<file path="config.mk">
export PLATFORM = sky130hd
export DESIGN_NAME = flash_cmd_regs
export DESIGN_NICKNAME = d
export VERILOG_FILES = /design/src/rtl/flcr_pkg.sv /design/src/rtl/flcr_cmd_decode.sv /design/src/rtl/flcr_irq_out.sv /design/src/rtl/flcr_rd_mux.sv /design/src/rtl/flash_cmd_regs.sv
export SDC_FILE = /design/constraint.sdc
export NUM_CORES = 1
export LEC_CHECK = 0
export BUFFER_PORTS_ARGS = -buffer_cell sky130_fd_sc_hd__buf_2
export CAP_MARGIN = 20
export CORE_ASPECT_RATIO = 1.1
export CORE_MARGIN = 5
export CORE_UTILIZATION = 50
export DETAILED_ROUTE_END_ITERATION = 8
export MAX_ROUTING_LAYER = met4
export PLACE_DENSITY = 0.69
export RECOVER_POWER = 25
export SLEW_MARGIN = 15
export SYNTH_ARGS = -nofsm -noshare
export SYNTH_HDL_FRONTEND = slang
export SYNTH_SLANG_ARGS = --single-unit
</file>
<file path="constraint.sdc">
create_clock -name clk -period 2.4 [get_ports clk]
set_input_delay 0.24 -clock clk [delete_from_list [all_inputs] [get_ports clk]]
set_output_delay 0.24 -clock clk [all_outputs]
set_load 0.05 [all_outputs]
</file>
<file path="src/rtl/flcr_pkg.sv">
package flcr_pkg;
   localparam int REG_W = 16;

   // register offsets
   localparam int OFS_CMD   = 0;
   localparam int OFS_CFG1  = 1;
   localparam int OFS_CFG2  = 2;
   localparam int OFS_STAT  = 3;
   localparam int OFS_INT   = 4;
   localparam int OFS_SBUF  = 5;

   // status error flags
   localparam int ST_CMD_ERR = 10;
   localparam logic [REG_W-1:0] ST_ERR_MASK = 16'h3C00;

   // interrupt status
   localparam int IS_PEND = 15;

   localparam logic [REG_W-1:0] CFG1_RST     = 16'h40C0;
   localparam logic [REG_W-1:0] CFG1_RD_MASK = 16'hFFE0;
   localparam logic [REG_W-1:0] INT_COLD     = 16'h8080;
   localparam logic [REG_W-1:0] INT_WARM     = 16'h8010;
   localparam int CFG1_POL_BIT = 6;
   localparam int CFG1_RDY_BIT = 7;

   // class index -> interrupt bit (erase 5, program 6, load 7)
   function automatic int cls_int_bit(input int cls);
      return 5 + cls;
   endfunction

   // class index -> status error bit (erase 11, program 12, load 13)
   function automatic int cls_err_bit(input int cls);
      return 11 + cls;
   endfunction

   function automatic logic is_reset_op(input logic [REG_W-1:0] op);
      return (op == 16'h00F0) || (op == 16'h00F3);
   endfunction

   function automatic logic is_known_op(input logic [REG_W-1:0] op);
      case (op)
         16'h0000, 16'h0013, 16'h001A, 16'h001B,
         16'h0023, 16'h0027, 16'h002A, 16'h002C,
         16'h0030, 16'h0065, 16'h0071, 16'h0080,
         16'h0094, 16'h0095, 16'h00B0: return 1'b1;
         default:                      return 1'b0;
      endcase
   endfunction
endpackage

</file>
<file path="src/rtl/flcr_cmd_decode.sv">
module flcr_cmd_decode
   import flcr_pkg::*;
(
   input  logic             cmd_wr,
   input  logic             pend,
   input  logic [REG_W-1:0] cmd_val,
   output logic             go_start,
   output logic             go_reset,
   output logic             go_bad
);
   logic accept;

   always_comb begin
      accept   = cmd_wr & ~pend;
      go_reset = accept & is_reset_op(cmd_val);
      go_start = accept & is_known_op(cmd_val);
      go_bad   = accept & ~is_reset_op(cmd_val) & ~is_known_op(cmd_val);
   end
endmodule

</file>
<file path="src/rtl/flcr_irq_out.sv">
module flcr_irq_out #(
   parameter bit IRQ_FLOP = 1'b0
) (
   input  logic clk,
   input  logic rst_n,
   input  logic pend,
   input  logic pol,
   output logic irq
);
   logic irq_raw;

   assign irq_raw = pend ^ ~pol;

   generate
      if (IRQ_FLOP) begin : g_flop
         logic irq_q;
         always_ff @(posedge clk or negedge rst_n) begin
            if (!rst_n) irq_q <= 1'b1;
            else        irq_q <= irq_raw;
         end
         assign irq = irq_q;
      end else begin : g_comb
         assign irq = irq_raw;
      end
   endgenerate
endmodule

</file>
<file path="src/rtl/flcr_rd_mux.sv">
module flcr_rd_mux
   import flcr_pkg::*;
#(
   parameter int ADDR_W = 4,
   parameter int BUF_W  = 4,
   parameter int CNT_W  = 2
) (
   input  logic [ADDR_W-1:0] addr,
   input  logic [REG_W-1:0]  cmd,
   input  logic [REG_W-1:0]  cfg1,
   input  logic [REG_W-1:0]  cfg2,
   input  logic [REG_W-1:0]  stat,
   input  logic [REG_W-1:0]  ints,
   input  logic [BUF_W-1:0]  sbuf_idx,
   input  logic [CNT_W-1:0]  sbuf_cnt,
   output logic [REG_W-1:0]  data
);
   logic [REG_W-1:0] sbuf_word;

   always_comb begin
      sbuf_word = '0;
      sbuf_word[8 +: BUF_W] = sbuf_idx;
      sbuf_word[0 +: CNT_W] = sbuf_cnt;
   end

   always_comb begin
      if      (addr == ADDR_W'(OFS_CMD))  data = cmd;
      else if (addr == ADDR_W'(OFS_CFG1)) data = cfg1 & CFG1_RD_MASK;
      else if (addr == ADDR_W'(OFS_CFG2)) data = cfg2;
      else if (addr == ADDR_W'(OFS_STAT)) data = stat;
      else if (addr == ADDR_W'(OFS_INT))  data = ints;
      else if (addr == ADDR_W'(OFS_SBUF)) data = sbuf_word;
      else                                data = '0;
   end
endmodule

</file>
<file path="src/rtl/flash_cmd_regs.sv">
module flash_cmd_regs
   import flcr_pkg::*;
#(
   parameter int ADDR_W    = 4,
   parameter int BUF_W     = 4,
   parameter int CNT_W     = 2,
   parameter int NUM_CLASS = 3,
   parameter bit IRQ_FLOP  = 1'b0
) (
   input  logic                 clk,
   input  logic                 rst_n,
   input  logic                 rst_req,
   input  logic                 rst_cold,
   input  logic                 reg_wr,
   input  logic                 reg_rd,
   input  logic [ADDR_W-1:0]    reg_addr,
   input  logic [REG_W-1:0]     reg_wdata,
   output logic [REG_W-1:0]     reg_rdata,
   output logic                 reg_rvalid,
   output logic                 op_start,
   output logic [REG_W-1:0]     op_code,
   output logic [BUF_W-1:0]     op_buf,
   output logic [CNT_W:0]       op_secs,
   input  logic [NUM_CLASS-1:0] op_done,
   input  logic [NUM_CLASS-1:0] op_err,
   output logic                 irq,
   output logic                 ready
);
   localparam int SEC_W = CNT_W + 1;
   localparam logic [CNT_W-1:0] CNT_RST = CNT_W'(1);

   // elaboration-time parameter checks
   generate
      if (ADDR_W < 3)       begin : g_bad_addr  $error("ADDR_W must be at least 3"); end
      if (BUF_W < 1 || BUF_W > 4) begin : g_bad_buf $error("BUF_W must be 1..4"); end
      if (CNT_W < 1 || CNT_W > 8) begin : g_bad_cnt $error("CNT_W must be 1..8"); end
      if (NUM_CLASS != 3)   begin : g_bad_cls   $error("NUM_CLASS must be 3"); end
   endgenerate

   logic [REG_W-1:0] cmd_q, cfg1_q, cfg2_q, status_q, int_q;
   logic [REG_W-1:0] cmd_n, cfg1_n, cfg2_n, status_n, int_n;
   logic [BUF_W-1:0] sidx_q, sidx_n;
   logic [CNT_W-1:0] scnt_q, scnt_n;
   logic             ready_q, ready_n;
   logic             start_q, start_n;
   logic [REG_W-1:0] rd_word, rdata_q;
   logic             rvalid_q;

   logic wr_cmd, wr_cfg1, wr_cfg2, wr_int, wr_sbuf;
   logic go_start, go_reset, go_bad;

   always_comb begin
      wr_cmd  = reg_wr && (reg_addr == ADDR_W'(OFS_CMD));
      wr_cfg1 = reg_wr && (reg_addr == ADDR_W'(OFS_CFG1));
      wr_cfg2 = reg_wr && (reg_addr == ADDR_W'(OFS_CFG2));
      wr_int  = reg_wr && (reg_addr == ADDR_W'(OFS_INT));
      wr_sbuf = reg_wr && (reg_addr == ADDR_W'(OFS_SBUF));
   end

   flcr_cmd_decode u_dec (
      .cmd_wr   (wr_cmd),
      .pend     (int_q[IS_PEND]),
      .cmd_val  (reg_wdata),
      .go_start (go_start),
      .go_reset (go_reset),
      .go_bad   (go_bad)
   );

   // next-state logic; later assignments take priority
   always_comb begin
      cmd_n    = cmd_q;
      cfg1_n   = cfg1_q;
      cfg2_n   = cfg2_q;
      sidx_n   = sidx_q;
      scnt_n   = scnt_q;
      ready_n  = ready_q;
      start_n  = 1'b0;

      if (wr_cfg1) begin
         cfg1_n  = reg_wdata;
         ready_n = reg_wdata[CFG1_RDY_BIT];
      end
      if (wr_cfg2) cfg2_n = reg_wdata;
      if (wr_sbuf) begin
         sidx_n = reg_wdata[8 +: BUF_W];
         scnt_n = reg_wdata[0 +: CNT_W];
      end

      // acknowledge: AND mask, clear errors once pending drops
      int_n    = wr_int ? (int_q & reg_wdata) : int_q;
      status_n = status_q;
      if (wr_int && !int_n[IS_PEND]) status_n = status_q & ~ST_ERR_MASK;

      // completions from the operation engines
      for (int c = 0; c < NUM_CLASS; c++) begin
         if (op_done[c]) begin
            int_n[IS_PEND]        = 1'b1;
            int_n[cls_int_bit(c)] = 1'b1;
            if (op_err[c]) begin
               status_n[ST_CMD_ERR]     = 1'b1;
               status_n[cls_err_bit(c)] = 1'b1;
            end
         end
      end

      if (go_start) begin
         cmd_n   = reg_wdata;
         start_n = 1'b1;
      end
      if (go_bad) begin
         cmd_n                = reg_wdata;
         status_n[ST_CMD_ERR] = 1'b1;
         int_n[IS_PEND]       = 1'b1;
      end

      if (go_reset || rst_req) begin
         cmd_n    = '0;
         cfg1_n   = CFG1_RST;
         cfg2_n   = '0;
         status_n = '0;
         sidx_n   = '0;
         scnt_n   = CNT_RST;
         ready_n  = 1'b1;
         start_n  = 1'b0;
         int_n    = (rst_req && rst_cold) ? INT_COLD : INT_WARM;
      end
   end

   always_ff @(posedge clk or negedge rst_n) begin
      if (!rst_n) begin
         cmd_q    <= '0;
         cfg1_q   <= CFG1_RST;
         cfg2_q   <= '0;
         status_q <= '0;
         int_q    <= INT_COLD;
         sidx_q   <= '0;
         scnt_q   <= CNT_RST;
         ready_q  <= 1'b1;
         start_q  <= 1'b0;
      end else begin
         cmd_q    <= cmd_n;
         cfg1_q   <= cfg1_n;
         cfg2_q   <= cfg2_n;
         status_q <= status_n;
         int_q    <= int_n;
         sidx_q   <= sidx_n;
         scnt_q   <= scnt_n;
         ready_q  <= ready_n;
         start_q  <= start_n;
      end
   end

   flcr_rd_mux #(
      .ADDR_W (ADDR_W),
      .BUF_W  (BUF_W),
      .CNT_W  (CNT_W)
   ) u_rd (
      .addr     (reg_addr),
      .cmd      (cmd_q),
      .cfg1     (cfg1_q),
      .cfg2     (cfg2_q),
      .stat     (status_q),
      .ints     (int_q),
      .sbuf_idx (sidx_q),
      .sbuf_cnt (scnt_q),
      .data     (rd_word)
   );

   always_ff @(posedge clk or negedge rst_n) begin
      if (!rst_n) begin
         rdata_q  <= '0;
         rvalid_q <= 1'b0;
      end else begin
         rvalid_q <= reg_rd;
         if (reg_rd) rdata_q <= rd_word;
      end
   end

   flcr_irq_out #(.IRQ_FLOP(IRQ_FLOP)) u_irq (
      .clk   (clk),
      .rst_n (rst_n),
      .pend  (int_q[IS_PEND]),
      .pol   (cfg1_q[CFG1_POL_BIT]),
      .irq   (irq)
   );

   assign reg_rdata  = rdata_q;
   assign reg_rvalid = rvalid_q;
   assign op_start   = start_q;
   assign op_code    = cmd_q;
   assign op_buf     = sidx_q;
   assign op_secs    = (scnt_q == '0) ? SEC_W'(1 << CNT_W) : SEC_W'(scnt_q);
   assign ready      = ready_q;
endmodule

</file>
* After elaboration in Yosys (flattened, before gate mapping) *
Cells that the tools add are included.

operators by class
  equal/unequal tests = 21
  multiplexer cells = 46
  bitwise operators = 11
  reduce and logical (&&, ||, !) cells = 22

operators with widths
  cell                                            count
  two-way mux 16 bit                              15
  == test 16 x 8 -> 1 bit, second input constant  6
  == test 16 x 6 -> 1 bit, second input constant  5
  == test 16 x 5 -> 1 bit, second input constant  3
  == test 16 x 7 -> 1 bit, second input constant  2
  two-way mux 1 bit                               21
  AND 16 bit                                      1
  logical NOT 16 bit                              1
  OR reduction 15 bit                             1
  two-way mux 14 bit                              1
  two-way mux 12 bit                              1
  nonzero test 3 bit                              4
  == test 4 x 2 -> 1 bit, second input constant   2
  == test 4 x 3 -> 1 bit, second input constant   2
  two-way mux 2 bit                               4
  two-way mux 4 bit                               2
  two-way mux 8 bit                               1
  nonzero test 2 bit                              4
  logical AND 1 bit                               7
  AND 1 bit                                       5
  == test 4 x 1 -> 1 bit, second input constant   1
  logical NOT 4 bit                               1
  inverter 1 bit                                  4
  two-way mux 3 bit                               1
  other kinds (4)                                 5

storage, ports and cells
  bits in registers = 105
  output and inout port bits = 43

* Logic depth before layout (Yosys ltp) *
Gate-level depths: netlist (run 1).

  word-level depth = 14
  mapped depth = 8

* Hierarchy *
A second synthesis (run 1) with hierarchy kept.

unflattened totals
  cells, all modules = 490
  area total of the unflattened synthesis = 4907.2 um^2

by module, submodules not included
  module           times used  cells an instance  area each (um^2)  sequential area each (um^2)
  flash_cmd_regs   1           317                3753.6            2309.7
  flcr_rd_mux      1           137                910.9             0.0
  flcr_cmd_decode  1           35                 234.0             0.0
  flcr_irq_out     1           1                  8.8               0.0

* Worst setup path after synthesis (run 1) *
OpenSTA, ideal clock, no wires.

  path type = input-to-reg
  start point = input port reg_wdata[9]
  end point = register cmd_q[10], in the netlist op_code[10]
  arrival = 1611 ps
  required time = 2279 ps
  path slack = 668 ps
  stages on the path = 6
  buffers on the path = 1
  cells stage by stage = or4_1 > nor3_4 > a21boi_2 > and2b_4 > buf_8 > a22o_1

on the way
  word-level cells in the longest chain between the ends = 7

RTL lines
  what                                                            line                                   text
  from (decl)                                                     flash_cmd_regs.sv:17                   input logic [REG_W-1:0] reg_wdata,
  == test 16 x 5 -> 1 bit (tied with other cells)                 flcr_pkg.sv:41                         case (op)
  OR reduction 15 bit / logical OR 1 bit (equally long branches)  flcr_pkg.sv:41, flcr_pkg.sv:37
  two-way mux 1 bit / inverter 1 bit (equally long branches)      flcr_pkg.sv:41, flcr_cmd_decode.sv:17
  inverter 1 bit / AND 1 bit (equally long branches)              flcr_cmd_decode.sv:17                  go_bad = accept & ~is_reset_op(cmd_val) & ~is_known_op(cmd_val);
  AND 1 bit                                                       flcr_cmd_decode.sv:17
  two-way mux 16 bit                                              flash_cmd_regs.sv:110                  if (go_bad) begin
  two-way mux 16 bit                                              flash_cmd_regs.sv:116                  if (go_reset || rst_req) begin
  to (signal assigned)                                            flash_cmd_regs.sv:141                  cmd_q <= cmd_n;
  to (decl)                                                       flash_cmd_regs.sv:40                   logic [REG_W-1:0] cmd_q, cfg1_q, cfg2_q, status_q, int_q;

Several ways; a longest one is shown, not always the timed one.
A chain may end at the register's enable or synchronous reset.

==> results.md, run 1 <==
- Router iterations before antenna repair: 5
- WL/cell: 19.5 um
- Post-synth EDFFs: 0
- Setup crit start kind: primary input
- Pleak: 2.49 nW
- Tmin final: 1840 ps
- Hold WC Path Type: primary input to flop
- Seq pwr share: 0.503
- Combinational power share: 0.137
- Crit path to: reg_rdata[6]$_DFFE_PN0P_
- Total congestion overflow: 0
- Post-synthesis sequential area ratio: 0.512
- Worst setup path class: primary input to flop
- WHS: ~110 ps
- Synth top area cells: dfrtp_1, mux2i_1, a21oi_1
- Post-CTS setup buffer count: 0
- Final setup vio count: 0
- Fin nets: approximately 520
- Die W: 98.0 um
- Crit. Startpoint: reg_rd
- Remaining DRCs: 0
- Run status: completed
- Synth Instances: 419
- Yosys warns: 0
- Maxcap violations: 0
- Synth Flop Type: dfrtp_1
- Mean Syn Cell Area: 10.2 um2
- Dominant cell type by area after synthesis: dfrtp_1
- Number of diodes: 0
- Port bufs: 74
- Max FO, Critical Path: 23
- Routing usage on met1: 0.327
- CP endpoint kind: flop
- WP data arrival: 2150 ps
- Synth Net Count: approximately 450
- Reg-to-Reg Start: int_q[15]$_DFF_PN1_
- Overall power: 0.00304 W
- Final hold viol count: 0
- Share of the synthesized area in the top cell type: 0.475
- Max Buffers Root-to-Sink: 2
- Clock power share: 0.361
- Max Clock Skew: 7.49 ps
- Power per standard cell area: about 610 nW/um2
- Worst Path Required: between 2000 and 3000 ps
- Die height: between 100 and 150 um
- Slew Viols, Final: 0
- R2R Setup Slk: 700 ps
- CTS tree: done
- Worst flop-to-flop path endpoint: op_code[15]$_DFFE_PN0P_
- Gpl congestion: 0.857
- Worst-case reg-to-reg path depth: 5
- First-pass GRT wire length: 19.0 mm
- Worst slew pin tran: ~1400 ps
- Area Growth Syn to Fin: 17.1%
- Vias in the first global route: 3548
- Met3 Use GR: 0.0332
- Htree depth: 3
- Sw Share: 0.285
- DP Wirelength: 8.46 mm
- Int Pwr: about 0.0022 W
- RSZ-0062 raised after global routing: no
- #FFs+latches synth: 87
- Antenna violations before repair: 0
- Worst relative slew slack: 0.0411
- Count of cell types in the netlist: 58
- Post-Syn Area: 4260 um2
- Routed wire length: 11.8 mm
- Via count: roughly 3600
- CTS root buffer: clkbuf_8
- Cts repair resizes: 0
- Total core area: 8360 um2
- Clock Sinks: 87
- Num rows: 35
- DR vias/cell: 5.91
- Net Switching: approximately 0.00087 W
- Clock-pin slew on the worst setup and hold paths: 90 ps
- Die Area: between 10000 and 15000 um2
- Async SR Flop Fraction: 1.00
- Final cycle utilization of the critical path: 0.766
- Inserted Clock Buffers: 9
- Global-route usage over all layers: 0.238
- Clk_lat worst skew: 370 ps
- Setup TNS: 0 ps
- Fmax: 544 MHz
- Final ANT Viol Nets: 0
- Detailed Route Iter0 Violations: 258
- Share of cells above drive strength 1: 0.255
- Largest net degree at the start of global routing: 64
- I/O pin cnt: 75
- Gr busiest metal: met2
- Met2 global-route usage: 0.369
- Starting Density: 0.510
- Worst IR Drop VDD: 0.329 mV
[area by class of cell]
| class | instances | area [um2] |
|---|---|---|
| sequential | 87 | 2180 |
| clock inverter | 5 | 65.1 |
| timing repair buffer | 94 | 546 |
| multi-input combinational | 289 | 1880 |
| tap | 111 | 139 |
| fill | 735 | 3370 |
| inverter | 8 | 30.0 |
| clock buffer | 11 | 151 |
[layer usage]
metal  vias to the layer above  share of wire
met5                         -              0
met4                         0          0.014
met3                        15          0.058
met2                       123           0.47
met1                      1791           0.45
li1                       1644              -
[per-stage QoR]
stage | cells | setup WS [ps] | utilization | area (um2)
after global placement | 588 | 484 | 0.570 | 4770
after global routing | 605 | 336 | 0.597 | 4990
after floorplan | 419 | 668 | - | 4260
after detailed placement | 588 | 444 | 0.570 | 4770
final | 605 | 561 | 0.597 | 4990
after CTS | 605 | 727 | 0.597 | 5000
[critical path: stages]
cell	delay [ps]
clkbuf_1	720
clkinv_1	500
a2111oi_0	560
a21o_1	130
[synth_stat cells, drive strengths merged, types with 3 or more instances]
| library cell | count |
|---|---|
| a2111oi | 3 |
| a211oi | 4 |
| a21boi | 3 |
| a21o | 4 |
| a21oi | 37 |
| a22o | 18 |
| a22oi | 8 |
| a31oi | 5 |
| buf | 17 |
| clkbuf | 18 |
| dfrtp | 81 |
| dfstp | 6 |
| inv | 7 |
| mux2 | 4 |
| mux2i | 35 |
| nand2 | 38 |
| nand2b | 6 |
| nand3 | 5 |
| nand3b | 3 |
| nor2 | 48 |
| nor3 | 7 |
| o211a | 4 |
| o21a | 5 |
| o21ai | 14 |
| o311ai | 3 |
[flip-flops by register name (all words and copies together) (netlist names), 2 cells and up]
name,flops
cfg2_q,16
int_q,16
op_code,16
reg_rdata,16
cfg1_q,11
op_buf,4
status_q,4
scnt_q,2
[cells by family (layout without fill, tap and decap cells)]
kind of cell | Yosys count | after routing | synth area share
buf+inv | 43 | 118 | 0.0475
simple gates | 125 | 125 | 0.144
xor+xnor | 3 | 3 | 0.00616
flops | 87 | 87 | 0.512
mux | 39 | 39 | 0.0928
compound gates | 122 | 122 | 0.198
[cells in the final DEF (no fill, tap or decap), drive strengths merged, types with 4 or more instances in the layout]
cell    instances
a211oi          4
a21o            4
a21oi          37
a22o           18
a22oi           8
a31oi           5
buf            91
clkbuf         13
clkinv          4
dfrtp          81
dfstp           6
inv             8
mux2            4
mux2i          35
nand2          38
nand2b          6
nand3           5
nor2           48
nor3            7
o211a           4
o21a            5
o21ai          14
[worst min-delay path by stage]
stage / from / endpoint / slack (ps) / depth (start not counted)
after detailed placement: rst_n / reg_rdata[3]$_DFFE_PN0P_ / 170 / 1
final: rst_cold / int_q[7]$_DFFE_PN1P_ / 110 / 3
after CTS: rst_req / op_code[3]$_DFFE_PN0P_ / 110 / 2
after global routing: rst_req / op_code[3]$_DFFE_PN0P_ / 130 / 2
after global placement: rst_n / reg_rdata[3]$_DFFE_PN0P_ / 170 / 1
after floorplan: rst_n / cfg1_q[10]$_DFFE_PN0P_ / -60 / 0
[what timing repair did]
| item | in CTS | in global routing |
|---|---|---|
| hold buffers | 1 | 0 |
| endpoints found under the setup margin | 0 | 0 |
| endpoints found under the hold margin | 21 | 0 |
[power by group through the flow]
stage / sequential [W] / clock [W] / combinational, W
floorplan: 0.00163 / 0 / 0.000172
global placement: 0.00156 / 0 / 0.000408
global route: 0.00153 / 0.00117 / 0.000447
CTS: 0.00153 / 0.00112 / 0.000416
finish: 0.00153 / 0.00110 / 0.000416
detailed placement: 0.00156 / 0 / 0.000414
No activity file was read; power rests on OpenSTA's default activity.
==> run 2, diff against run 1 <==
==> constraint.sdc (replaced) <==
create_clock -name clk -period 1.7 [get_ports clk]
set_input_delay 0.17 -clock clk [delete_from_list [all_inputs] [get_ports clk]]
set_output_delay 0.17 -clock clk [all_outputs]
set_load 0.05 [all_outputs]
==> results.md, run 2 (synthesized netlist as in run 1, its figures left out) <==
- Run status: completed (unchanged)
- Max Buffers Root-to-Sink: 2 (unchanged)
- WHS: 74.0 ps (was 109 ps)
- Max Clock Skew: 16.3 ps (was 7.49 ps)
- Final setup vio count: 0 (unchanged)
- First-pass GRT wire length: 20.1 mm (was 19.0 mm)
- WL/cell: 19.7 um (was 19.5 um)
- Commonest non-fill, non-tap cell in the layout: dfrtp_1 (unchanged)
- Num rows: 35 (unchanged)
- Antenna violations before repair: 0 (unchanged)
- Starting Density: 0.510 (unchanged)
- Overall power: 0.00413 W (was 0.00304 W)
- Area Growth Syn to Fin: 21.7% (was 17.1%)
- Detailed Route Iter0 Violations: 210 (was 258)
- DR vias/cell: 5.86 (was 5.91)
- Worst IR Drop VDD: 0.529 mV (was 0.329 mV)
- Placed cell count: 615 (was 588)
- Maxcap violations: 0 (unchanged)
- Htree depth: 3 (unchanged)
- Max FO, Critical Path: 14 (was 23)
- Dpl ws: -289 ps (was 444 ps)
- Clock Sinks: 87 (unchanged)
- Global-route usage over all layers: 0.252 (was 0.238)
- Remaining DRCs: 0 (unchanged)
- I/O pin cnt: 75 (unchanged)
- Worst relative slew slack: 0.355 (was 0.0411)
- Total congestion overflow: 0 (unchanged)
- DP Wirelength: 9.24 mm (was 8.46 mm)
- Clk_lat worst skew: 360 ps (was 370 ps)
- CP endpoint kind: flop (unchanged)
- Share of cells above drive strength 1: 0.303 (was 0.255)
- Fin nets: 548 (was 521)
- Worst Path Required: 1940 ps (was 2710 ps)
- Tmin final: 1670 ps
- Clock-pin slew on the worst setup and hold paths: 90 ps (about the same)
- Multi-input logic area: 1900 um2 (was 1880 um2)
- Router iterations before antenna repair: 5 (unchanged)
- Die W: 98.0 um (unchanged)
- Final ANT Viol Nets: 0 (unchanged)
- Most frequent cells in the layout: dfrtp_1, buf_2, nor2_1 (unchanged)
- Fillers: 752 (was 735)
- Setup crit start kind: flop (was primary input)
- Final Instance Count excl. Fillers: 632 (was 605)
- Slew Viols, Final: 0 (unchanged)
- Power per standard cell area: 796 nW/um2 (was 609 nW/um2)
- Reg area: 2180 um2 (unchanged)
- Port bufs: 74 (unchanged)
- Inserted Clock Buffers: 9 (unchanged)
- CTS tree: done (unchanged)
- Vias in the first global route: 3652 (was 3548)
- Largest net degree at the start of global routing: 41 (was 64)
- Number of diodes: 0 (unchanged)
- Fmax: 597 MHz
- Total core area: 8360 um2 (unchanged)
- Via count: 3706 (was 3573)
- Final hold viol count: 0 (unchanged)
- Gpl congestion: 0.921 (was 0.857)
- Pleak: 2.61 nW (was 2.49 nW)
- Final cycle utilization of the critical path: 0.985
- Die Area: 10500 um2 (unchanged)
- Die height: 107 um (unchanged)
- Routed wire length: 12.4 mm (was 11.8 mm)
- Setup slack after layout: 25.2 ps (was 561 ps)
- Worst slew pin tran: 968 ps (was 1440 ps)
- Worst setup path class: flop to flop (was primary input to flop)
- RSZ-0062 raised after global routing: yes (was no)
- CTS root buffer: clkbuf_8 (unchanged)
- WP data arrival: 1920 ps (was 2150 ps)
- Hold WC Path Type: primary input to flop (unchanged)
run 2: final cells by class:
type | count | share of cell area
sequential | 87 | 0.421
multi-input combinational | 289 | 0.365
timing repair buffer | 121 | 0.147
tap | 111 | 0.0268
clock buffer | 9 | 0.0239
clock inverter | 7 | 0.0104
inverter | 8 | 0.00579
run 2: final timing paths:
check                                         startpoint                  endpoint  slack (ps)  depth (start not counted)
min in group asynchronous                          rst_n     cfg1_q[5]$_DFFE_PN0P_         460                          2
worst min register to register  reg_rdata[6]$_DFFE_PN0P_  reg_rdata[6]$_DFFE_PN0P_         480                          1
worst max register to register       int_q[15]$_DFF_PN1_    op_code[0]$_DFFE_PN0P_          30                          5
worst max-delay path                 int_q[15]$_DFF_PN1_    op_code[0]$_DFFE_PN0P_          30                          5
worst min-delay path                          op_done[1]      int_q[6]$_DFFE_PN0P_          70                          3
max in group asynchronous                          rst_n     cfg1_q[7]$_DFFE_PN1P_         430                          3
run 2: repair_timing:
item / 4_1_cts / 5_1_grt
setup buffers: 0 / 0
hold buffers: 1 / 0
endpoints found under the setup margin: 15 / 7
resized for setup: 1 / 6
pin swaps: 0 / 1
gates cloned: 0 / 0
hold endpoints to repair: 29 / 0
run 2: routing by layer:
layer  part of all wire  global-route usage  vias up
li1                   -                   -     1700
met3              0.066              0.0501       28
met5                  0                   -        -
met1               0.45               0.351     1826
met2               0.46               0.377      152
met4              0.026              0.0702        0
run 2: worst max-delay path: stages (launching register included):
cell	delay, ps
dfstp_2	540
and3b_2	240
buf_6	130
a21boi_2	150
and2b_4	260
a22o_1	250
run 2: report_power, final:
group	leakage, nW	switching, W	internal (W)
registers	1.16	0.0000312	0.00213
clock network	0.0827	0.000791	0.000544
logic	1.36	0.000433	0.000207
total	2.61	0.00125	0.00288
run 2: through the flow:
stage                     cell area (um2)  TNS [ps]   util
after floorplan                      4260         0      -
after global placement               4980     -5550  0.596
after detailed placement             4980     -6490  0.596
after CTS                            5170         0  0.619
after global routing                 5190     -18.5  0.620
final                                5190         0  0.620
==> run 3, diff against run 2 <==
--- a/config.mk
+++ b/config.mk
@@ -5,6 +5,7 @@
 export SDC_FILE = /design/constraint.sdc
 export NUM_CORES = 1
 export LEC_CHECK = 0
+export ABC_AREA = 1
 export BUFFER_PORTS_ARGS = -buffer_cell sky130_fd_sc_hd__buf_2
 export CAP_MARGIN = 20
 export CORE_ASPECT_RATIO = 1.1
==> results.md, run 3 <==
- Async SR Flop Fraction: 1.00 (unchanged)
- Num rows: 35 (unchanged)
- Largest net degree at the start of global routing: 38 (was 41)
- Share of the synthesized area in the top cell type: 0.474 (was 0.475)
- CP endpoint kind: primary output (was flop)
- Clock-pin slew on the worst setup and hold paths: 80 ps (was 90 ps)
- Setup crit start kind: flop (unchanged)
- Starting Density: 0.511 (was 0.510)
- Count of cell types in the netlist: 36 (was 58)
- Final design utilization: 0.600 (was 0.620)
- Commonest non-fill, non-tap cell in the layout: nand2_1 (was dfrtp_1)
- DP Wirelength: 8.77 mm (was 9.24 mm)
- Hold wc startpoint: op_done[2] (was op_done[1])
- Run status: completed (unchanged)
- #FFs+latches synth: 87 (unchanged)
- DR vias/cell: 5.39 (was 5.86)
- Router iterations before antenna repair: 5 (unchanged)
- Fillers: 768 (was 752)
- Dominant cell type by area after synthesis: dfrtp_1 (unchanged)
- Final cycle utilization of the critical path: 0.900 (was 0.985)
- Htree depth: 3 (unchanged)
- Reg area: 2180 um2 (unchanged)
- Inserted Clock Buffers: 9 (unchanged)
- RSZ-0062 raised after global routing: no (was yes)
- Gpl congestion: 0.983 (was 0.921)
- Clock Sinks: 87 (unchanged)
- Final hold viol count: 0 (unchanged)
- Hold depth: 3 (unchanged)
- Count leader, synth: nand2_1 (was dfrtp_1)
- I/O pin cnt: 75 (unchanged)
- Global-route usage over all layers: 0.242 (was 0.252)
- Die W: 98.1 um (was 98.0 um)
- Fin nets: 648 (was 548)
- Mean Syn Cell Area: 8.02 um2 (was 10.2 um2)
- Setup slack after layout: 171 ps (was 25.2 ps)
- Via count: 3944 (was 3706)
- Multi-input logic area: 1750 um2 (was 1900 um2)
- Detailed Route Iter0 Violations: 311 (was 210)
- Worst setup path class: flop to primary output (was flop to flop)
- Max Buffers Root-to-Sink: 2 (unchanged)
- Synth Net Count: 565 (was 451)
- Synth top cells by count: nand2_1, dfrtp_1, nand3_1 (was dfrtp_1, nor2_1, nand2_1)
- Worst relative slew slack: 0.363 (was 0.355)
- Vias in the first global route: 3864 (was 3652)
- Final ANT Viol Nets: 0 (unchanged)
- Die Area: 10500 um2 (about the same)
- Post-CTS setup buffer count: 0 (unchanged)
- CTS tree: done (unchanged)
- Overall power: 0.00422 W (was 0.00413 W)
- Hold WC Path Type: primary input to flop (unchanged)
- Antenna violations before repair: 0 (unchanged)
- Synth top area cells: dfrtp_1, nand2_1, nand3_1 (was dfrtp_1, mux2i_1, a21oi_1)
- Final Instance Count excl. Fillers: 732 (was 632)
- Tmin final: 1530 ps (was 1670 ps)
- Worst Path Required: 1530 ps (was 1940 ps)
- Maxcap violations: 0 (unchanged)
- WP data arrival: 1360 ps (was 1920 ps)
- Worst slew pin tran: 955 ps (was 968 ps)
- Worst IR Drop VDD: 0.335 mV (was 0.529 mV)
- Yosys warns: 0 (unchanged)
- Pleak: 2.64 nW (was 2.61 nW)
- Routed wire length: 12.0 mm (was 12.4 mm)
- Clk_lat worst skew: 360 ps (about the same)
- Max Clock Skew: 7.68 ps (was 16.3 ps)
- Post-synth EDFFs: 0 (unchanged)
- First-pass GRT wire length: 19.9 mm (was 20.1 mm)
- WL/cell: 16.4 um (was 19.7 um)
- Worst-case reg-to-reg path depth: 8 (was 5)
- Slew Viols, Final: 0 (unchanged)
- Dpl ws: -37.6 ps (was -289 ps)
- Share of cells above drive strength 1: 0.219 (was 0.303)
- Synth Instances: 533 (was 419)
- Post-Syn Area: 4270 um2 (was 4260 um2)
- Power per standard cell area: 841 nW/um2 (was 796 nW/um2)
- Placed cell count: 715 (was 615)
- Synth Flop Type: dfrtp_1 (unchanged)
- Most frequent cells in the layout: nand2_1, dfrtp_1, buf_2 (was dfrtp_1, buf_2, nor2_1)
- Port bufs: 74 (unchanged)
- Area Growth Syn to Fin: 17.5% (was 21.7%)
- Final setup vio count: 0 (unchanged)
- Total core area: 8360 um2 (unchanged)
- Total congestion overflow: 0 (unchanged)
- Crit. Startpoint: cfg1_q[6]$_DFFE_PN1P_ (was int_q[15]$_DFF_PN1_)
- Die height: 107 um (about the same)
- Max FO, Critical Path: 3 (was 14)
- Number of diodes: 0 (unchanged)
- Fmax: 654 MHz (was 597 MHz)
- CTS root buffer: clkbuf_8 (unchanged)
- Reg-to-Reg Start: int_q[15]$_DFF_PN1_ (unchanged)
- Post-synthesis sequential area ratio: 0.511 (was 0.512)
- Remaining DRCs: 0 (unchanged)
==> run 3: cell types whose count changed after synthesis, moves of 6 or more <==
cell	previous run	this run
a22oi_1	8	0
nor2_4	0	6
nor2_1	48	36
a21oi_1	37	27
o21ai_0	14	36
mux2i_1	35	0
nand3_1	5	70
nand2_1	38	164
nand2b_1	6	0
clkbuf_1	18	5
a22o_1	18	0
inv_1	7	41
==> run 3: path summary, 6_finish.rpt <==
check | endpoint | slack [ps]
min reg2reg | reg_rdata[15]$_DFFE_PN0P_ | 480
max reg2reg | int_q[4]$_DFFE_PN0P_ | 200
min in group asynchronous | op_buf[0]$_DFFE_PN0P_ | 480
max in group asynchronous | cfg1_q[7]$_DFFE_PN1P_ | 340
max | irq | 170
min | int_q[15]$_DFF_PN1_ | 90
==> run 3: final cells by class <==
cell class	instances	area share
multi-input combinational	374	0.349
clock inverter	6	0.0135
clock buffer	10	0.0254
inverter	47	0.0351
tap	111	0.0277
timing repair buffer	97	0.114
sequential	87	0.435
==> run 3: timing repair <==
item | CTS | global route
hold endpoints to repair | 31 | 0
hold buffers | 1 | 0
gates resized for setup | 0 | 0
==> run 3: metrics by stage <==
stage                     setup TNS [ps]  instance area, um2  hold slack (ps)
after floorplan                        0                4270             -126
after global placement             -11.3                4830              166
after detailed placement            -384                4830              169
after CTS                              0                5030             80.7
after global routing                   0                5020              102
final                                  0                5020             86.8
==> run 3: cells by family (layout without fill, tap and decap cells) <==
logic type | count (synthesis) | in the layout | share of synthesized area
buf+inv | 72 | 160 | 0.0785
xor+xnor | 1 | 1 | 0.00205
simple gates | 292 | 292 | 0.302
flops | 87 | 87 | 0.511
compound gates | 81 | 81 | 0.107
==> run 3: per-layer routing <==
metal,vias to the layer above,global-route usage,part of all wire
li1,1902,-,-
met1,1863,0.341,0.46
met2,163,0.360,0.46
met3,16,0.0475,0.066
met4,0,0.0702,0.012
met5,-,-,0
==> run 3: critical path, stage by stage (launching register included) <==
cell and delay [ps]:
dfstp_2 580, xnor2_1 130, buf_2 290
==> run 3: power breakdown <==
group | leakage (nW) | internal [W] | switching, W
combinational | 1.39 | 0.000152 | 0.000404
sequential | 1.16 | 0.00215 | 0.0000461
clock | 0.0933 | 0.000688 | 0.000786
total | 2.64 | 0.00299 | 0.00124
